--- src/rtl/sat_mac_pkg.sv ---
package sat_mac_pkg;
  typedef enum logic {
    OP_LONG = 1'b0,
    OP_WORD = 1'b1
  } mac_op_e;
endpackage

--- src/rtl/sat_mac_mul.sv ---
module sat_mac_mul
  import sat_mac_pkg::*;
#(
  parameter int DATA_W = 32,
  parameter int WORD_W = 16,
  localparam int ACC_W = 2 * DATA_W
) (
  input  mac_op_e                  op_i,
  input  logic [DATA_W-1:0]        a_i,
  input  logic [DATA_W-1:0]        b_i,
  output logic signed [ACC_W-1:0]  prod_o
);
  logic [DATA_W-1:0]       a_sel, b_sel;
  logic signed [ACC_W-1:0] a_ext, b_ext;

  always_comb begin
    if (op_i == OP_WORD) begin
      a_sel = {{(DATA_W-WORD_W){a_i[WORD_W-1]}}, a_i[WORD_W-1:0]};
      b_sel = {{(DATA_W-WORD_W){b_i[WORD_W-1]}}, b_i[WORD_W-1:0]};
    end else begin
      a_sel = a_i;
      b_sel = b_i;
    end
    a_ext  = {{DATA_W{a_sel[DATA_W-1]}}, a_sel};
    b_ext  = {{DATA_W{b_sel[DATA_W-1]}}, b_sel};
    prod_o = a_ext * b_ext;
  end
endmodule

--- src/rtl/sat_mac_sat.sv ---
module sat_mac_sat
  import sat_mac_pkg::*;
#(
  parameter int DATA_W  = 32,
  parameter int SAT_LSB = 15,
  localparam int ACC_W = 2 * DATA_W
) (
  input  mac_op_e            op_i,
  input  logic               sat_i,
  input  logic [ACC_W-1:0]   sum_i,
  output logic [DATA_W-1:0]  hi_o,
  output logic [DATA_W-1:0]  lo_o
);
  // long form: negative forces bits above SAT_LSB, non-negative clears from SAT_LSB up
  localparam logic [DATA_W-1:0] NEG_SET  = ~((DATA_W'(1) << (SAT_LSB + 1)) - DATA_W'(1));
  localparam logic [DATA_W-1:0] POS_KEEP = (DATA_W'(1) << SAT_LSB) - DATA_W'(1);
  localparam int UPPER_W = ACC_W - DATA_W + 1;

  logic [UPPER_W-1:0] upper;
  logic               neg, under, over;

  always_comb begin
    upper = sum_i[ACC_W-1:DATA_W-1];
    neg   = sum_i[ACC_W-1];
    under = neg && !(&upper);
    over  = !neg && (|upper);
    hi_o  = sum_i[ACC_W-1:DATA_W];
    lo_o  = sum_i[DATA_W-1:0];
    if (sat_i) begin
      if (op_i == OP_LONG) begin
        hi_o = neg ? (hi_o | NEG_SET) : (hi_o & POS_KEEP);
      end else if (under) begin
        hi_o = DATA_W'(1);
        lo_o = {1'b1, {(DATA_W-1){1'b0}}};
      end else if (over) begin
        hi_o = DATA_W'(1);
        lo_o = {1'b0, {(DATA_W-1){1'b1}}};
      end
    end
  end
endmodule

--- src/rtl/sat_mac.sv ---
module sat_mac
  import sat_mac_pkg::*;
#(
  parameter int DATA_W  = 32,
  parameter int WORD_W  = 16,
  parameter int SAT_LSB = 15
) (
  input  logic              clk_i,
  input  logic              rst_ni,
  input  logic              start_i,
  input  logic              op_i,
  input  logic              sat_i,
  input  logic [DATA_W-1:0] a_i,
  input  logic [DATA_W-1:0] b_i,
  input  logic              clr_i,
  input  logic              ld_hi_i,
  input  logic              ld_lo_i,
  input  logic [DATA_W-1:0] ld_data_i,
  output logic [DATA_W-1:0] acc_hi_o,
  output logic [DATA_W-1:0] acc_lo_o,
  output logic              done_o
);
  localparam int ACC_W = 2 * DATA_W;

  mac_op_e                 op;
  logic signed [ACC_W-1:0] prod;
  logic [ACC_W-1:0]        sum;
  logic [DATA_W-1:0]       nxt_hi, nxt_lo;
  logic [DATA_W-1:0]       hi_q, lo_q;
  logic                    done_q, ld_any, mac_go;

  assign op     = mac_op_e'(op_i);
  assign ld_any = ld_hi_i | ld_lo_i;
  assign mac_go = start_i & ~clr_i & ~ld_any;

  sat_mac_mul #(.DATA_W(DATA_W), .WORD_W(WORD_W)) u_mul (
    .op_i  (op),
    .a_i   (a_i),
    .b_i   (b_i),
    .prod_o(prod)
  );

  assign sum = {hi_q, lo_q} + prod;

  sat_mac_sat #(.DATA_W(DATA_W), .SAT_LSB(SAT_LSB)) u_sat (
    .op_i (op),
    .sat_i(sat_i),
    .sum_i(sum),
    .hi_o (nxt_hi),
    .lo_o (nxt_lo)
  );

  always_ff @(posedge clk_i or negedge rst_ni) begin
    if (!rst_ni) begin
      hi_q   <= '0;
      lo_q   <= '0;
      done_q <= 1'b0;
    end else begin
      done_q <= mac_go;
      if (clr_i) begin
        hi_q <= '0;
        lo_q <= '0;
      end else if (ld_any) begin
        if (ld_hi_i) hi_q <= ld_data_i;
        if (ld_lo_i) lo_q <= ld_data_i;
      end else if (start_i) begin
        hi_q <= nxt_hi;
        lo_q <= nxt_lo;
      end
    end
  end

  assign acc_hi_o = hi_q;
  assign acc_lo_o = lo_q;
  assign done_o   = done_q;
endmodule

--- config.mk ---
export PLATFORM = sky130hd
export DESIGN_NAME = sat_mac
export DESIGN_NICKNAME = d
export VERILOG_FILES = /design/src/rtl/sat_mac_pkg.sv /design/src/rtl/sat_mac_mul.sv /design/src/rtl/sat_mac_sat.sv /design/src/rtl/sat_mac.sv
export SDC_FILE = /design/constraint.sdc
export NUM_CORES = 2
export LEC_CHECK = 0
export CAP_MARGIN = 40
export CELL_PAD_IN_SITES_DETAIL_PLACEMENT = 1
export CELL_PAD_IN_SITES_GLOBAL_PLACEMENT = 2
export CORE_MARGIN = 4
export CORE_UTILIZATION = 42
export DETAILED_ROUTE_END_ITERATION = 10
export GPL_ROUTABILITY_DRIVEN = 0
export PLACE_DENSITY = 0.85
export SYNTH_ARGS = -nofsm -noshare
export SYNTH_HDL_FRONTEND = slang
export SYNTH_SLANG_ARGS = --single-unit
--- constraint.sdc ---
create_clock -name clk_i -period 8.8 [get_ports clk_i]
set_clock_uncertainty 0.15 [all_clocks]
set_input_delay 0.88 -clock clk_i [delete_from_list [all_inputs] [get_ports clk_i]]
set_output_delay 0.88 -clock clk_i [all_outputs]
set_load 0.03 [all_outputs]
==> impl_metrics.toml <==
[critical_path]
critical_path.max_stage_delay_ps = 590
crit_required_ps = 8860
critPathLaunchType = "input port"
critPathMaxFanout = 7
crit_path_end_kind = "flop"
critPathArrivalTime_ps = 10100
critPathSlowestCell = "fa_1"
cp_common_cell = "fa_1"
path_class = "in2reg"

[clocking]
root_buffer = "clkbuf_16"
ctsHtreeMaxLevel = 3
ctsLongestPathBuffers = 2
worst_skew_pair.late_latency_ps = 350
cts_buffers = 9
clkSlewWorstSetupHoldPaths_ps = 60
clkSinkCount = 65
cts_tree = "done"
cts_hold_buf = 0

[detailed_routing]
wl_per_cell_microns = 25.6
vias_per_cell = 5.49
detail-route-antenna-nets = 0
dr.max_layer_used = "met5"
wl_met2_mm = 86.6
drt_iter0_drc = 2988
wl_met1_mm = 70.9
vias = 38706
wl_met3_mm = 13.2
firstDrtPassIters = 5
route.detailed.drc = 0
totalWireLength_mm = 180

[synth]
synthFlopType = "dfrtp_1"
yosysTopAreaCellShare_pct = 54.6
ys_seq_area_share_pct = 3.67
yosysMostFrequentCell = "inv_1"
synthArstFlopShare_pct = 100
netlist_area_sq_um = 44300
synth_top_cell_by_area = "fa_1"
ys_ff_latch = 65
synthesis.nets = 6413
synth_area_leaders = "fa_1 (55%), inv_1 (10%), ha_1 (6.2%), nand2_1 (5.6%), and2_1 (5.2%)"
postSynthCellCount = 4881
yosysUniqueCellTypes = 70
synth_area_per_cell_sq_um = 9.08
yosysWarnings = 0
synth_commonest_cells = "inv_1 (1231), fa_1 (1210), nand2_1 (660), and2_1 (366)"
synth_edf_count = 0

[global_routing]
grt_util_all_layers_pct = 31.6
grt_max_degree = 56
grt_pass1_wl_mm = 268
grt_pass1_vias = 43521
grt_antenna_before_repair = 5
grt_remaining_overflow = 0

[worst_hold_path]
hp-class = "in2async"

[run]
maxCapViolCount = 0

[timing]
post-route-period-util_pct = 114
worst_pin_slew_ps = 958
setup_viol = 64
rsz0062_at_grt = "yes"
timing.fmax_ghz = 0.0995
finalHoldViolCount = 0
slew_headroom_pct = 35.9
fin_crit_ps = 10050
finalMaxSlewViolations = 0
timing.final.ws_setup_ps = -1250
setup-tns-final_ps = -73300

[placed_design]
portBuffers = 168
dp_cells = 6917
dp_slack_ps = -2240
dpl.hpwl_mm = 151

[floorplanning]
die_w_microns = 333
core_area_sq_um = 104000
io_pins = 169
dieArea_sq_um = 111000
start_util_pct = 42.6
num_rows = 118
die_h_microns = 333

[layout]
drive_gt1_share_pct = 22.4
stdcell_count = 7052
finish.net_count = 7197
syn2layout_area_growth_pct = 29.5

[outcome]
status = "finished with violations"
violations = "negative setup slack"
## per-stage QoR
stage | area, sq um | util, % | hold WS, ps
after floorplan | 44500 | - | 434
after global placement | 53600 | 51.5 | 444
after detailed placement | 53600 | 51.5 | 462
after CTS | 56000 | 53.8 | 312
after global routing | 57400 | 55.1 | 329
final | 57400 | 55.1 | 307
## path summary, 6_finish.rpt
path	start	endpoint	slack, ps	cells past startpoint
hold / removal	rst_ni	acc_lo_o[3]$_DFFE_PN0P_	310	2
setup reg to reg	acc_lo_o[21]$_DFFE_PN0P_	acc_hi_o[0]$_DFFE_PN0P_	-260	35
setup / recovery	op_i	acc_hi_o[0]$_DFFE_PN0P_	-1250	39
min in group clk_i	acc_hi_o[16]$_DFFE_PN0P_	acc_hi_o[16]$_DFFE_PN0P_	490	2
hold reg to reg	acc_hi_o[16]$_DFFE_PN0P_	acc_hi_o[16]$_DFFE_PN0P_	490	2
max in group asynchronous	rst_ni	acc_hi_o[19]$_DFFE_PN0P_	7630	3
## routing by layer
layer  track usage, %  vias to the layer above
met5                0                        -
met4             11.8                        8
met3             4.52                      533
met2             52.9                     1617
met1             42.1                    20630
li1                 -                    15918
## area by class of cell
type,instances,area (sq um)
clock inverter,3,15.0
clock buffer,13,260
multi-input combinational,3339,39300
timing repair buffer,1017,9840
fill,11705,46700
antenna,2,5.00
tap,1380,1730
inverter,1233,4650
sequential,65,1630
## repair_timing
action | in CTS | in global routing
hold endpoints to repair | 0 | 0
setup buffers | 56 | 53
endpoints found under the setup margin | 64 | 64
resized for setup | 338 | 251
cloned | 11 | 4
pin swaps | 96 | 125
## cell usage in the layout (no fill, tap or decap), types with 14 or more instances in the layout
cell / n
inv_1: 1189
fa_1: 1156
buf_4: 681
nand2_1: 639
and2_1: 350
ha_1: 186
nor2_1: 166
clkdlybuf4s50_1: 156
buf_12: 108
a21oi_1: 105
dfrtp_1: 65
fa_2: 54
xnor2_1: 49
buf_6: 48
o21ai_1: 40
inv_2: 38
a21oi_2: 37
a21o_1: 35
o21ai_2: 35
nand4_1: 32
o21ai_0: 32
ha_4: 32
a221oi_2: 24
nor3_1: 21
a22oi_1: 21
and2_4: 16
nand2_2: 15
a21o_4: 14
nand3_1: 14
## sequential cells by signal, summed over array words and instances (netlist names)
signal    count
acc_hi_o     32
acc_lo_o     32
done_o        1
## logic make-up after synthesis
family | count (synthesis) | synth area share, %
and+or+nand+nor | 1337 | 14.1
buffers and inverters | 1477 | 12.6
adders and majority gates | 1428 | 60.8
DFF | 65 | 3.67
xor gates and xnor gates | 75 | 1.48
muxes | 2 | 0.0452
AOI/OAI and AO/OA | 497 | 7.29
## critical path: cells and delay by family
family | cells | cell delay (ps)
AO/OA/AOI/OAI | 4 | 750
AND/OR/NAND/NOR | 9 | 1890
adder cells (fa/ha/maj) | 9 | 4530
buffers and inverters | 16 | 1880
XOR/XNOR | 1 | 140
Power is left out: the tool's default activity adds up to more than one toggle a clock period on the data nets, which glitch-free logic cannot reach.
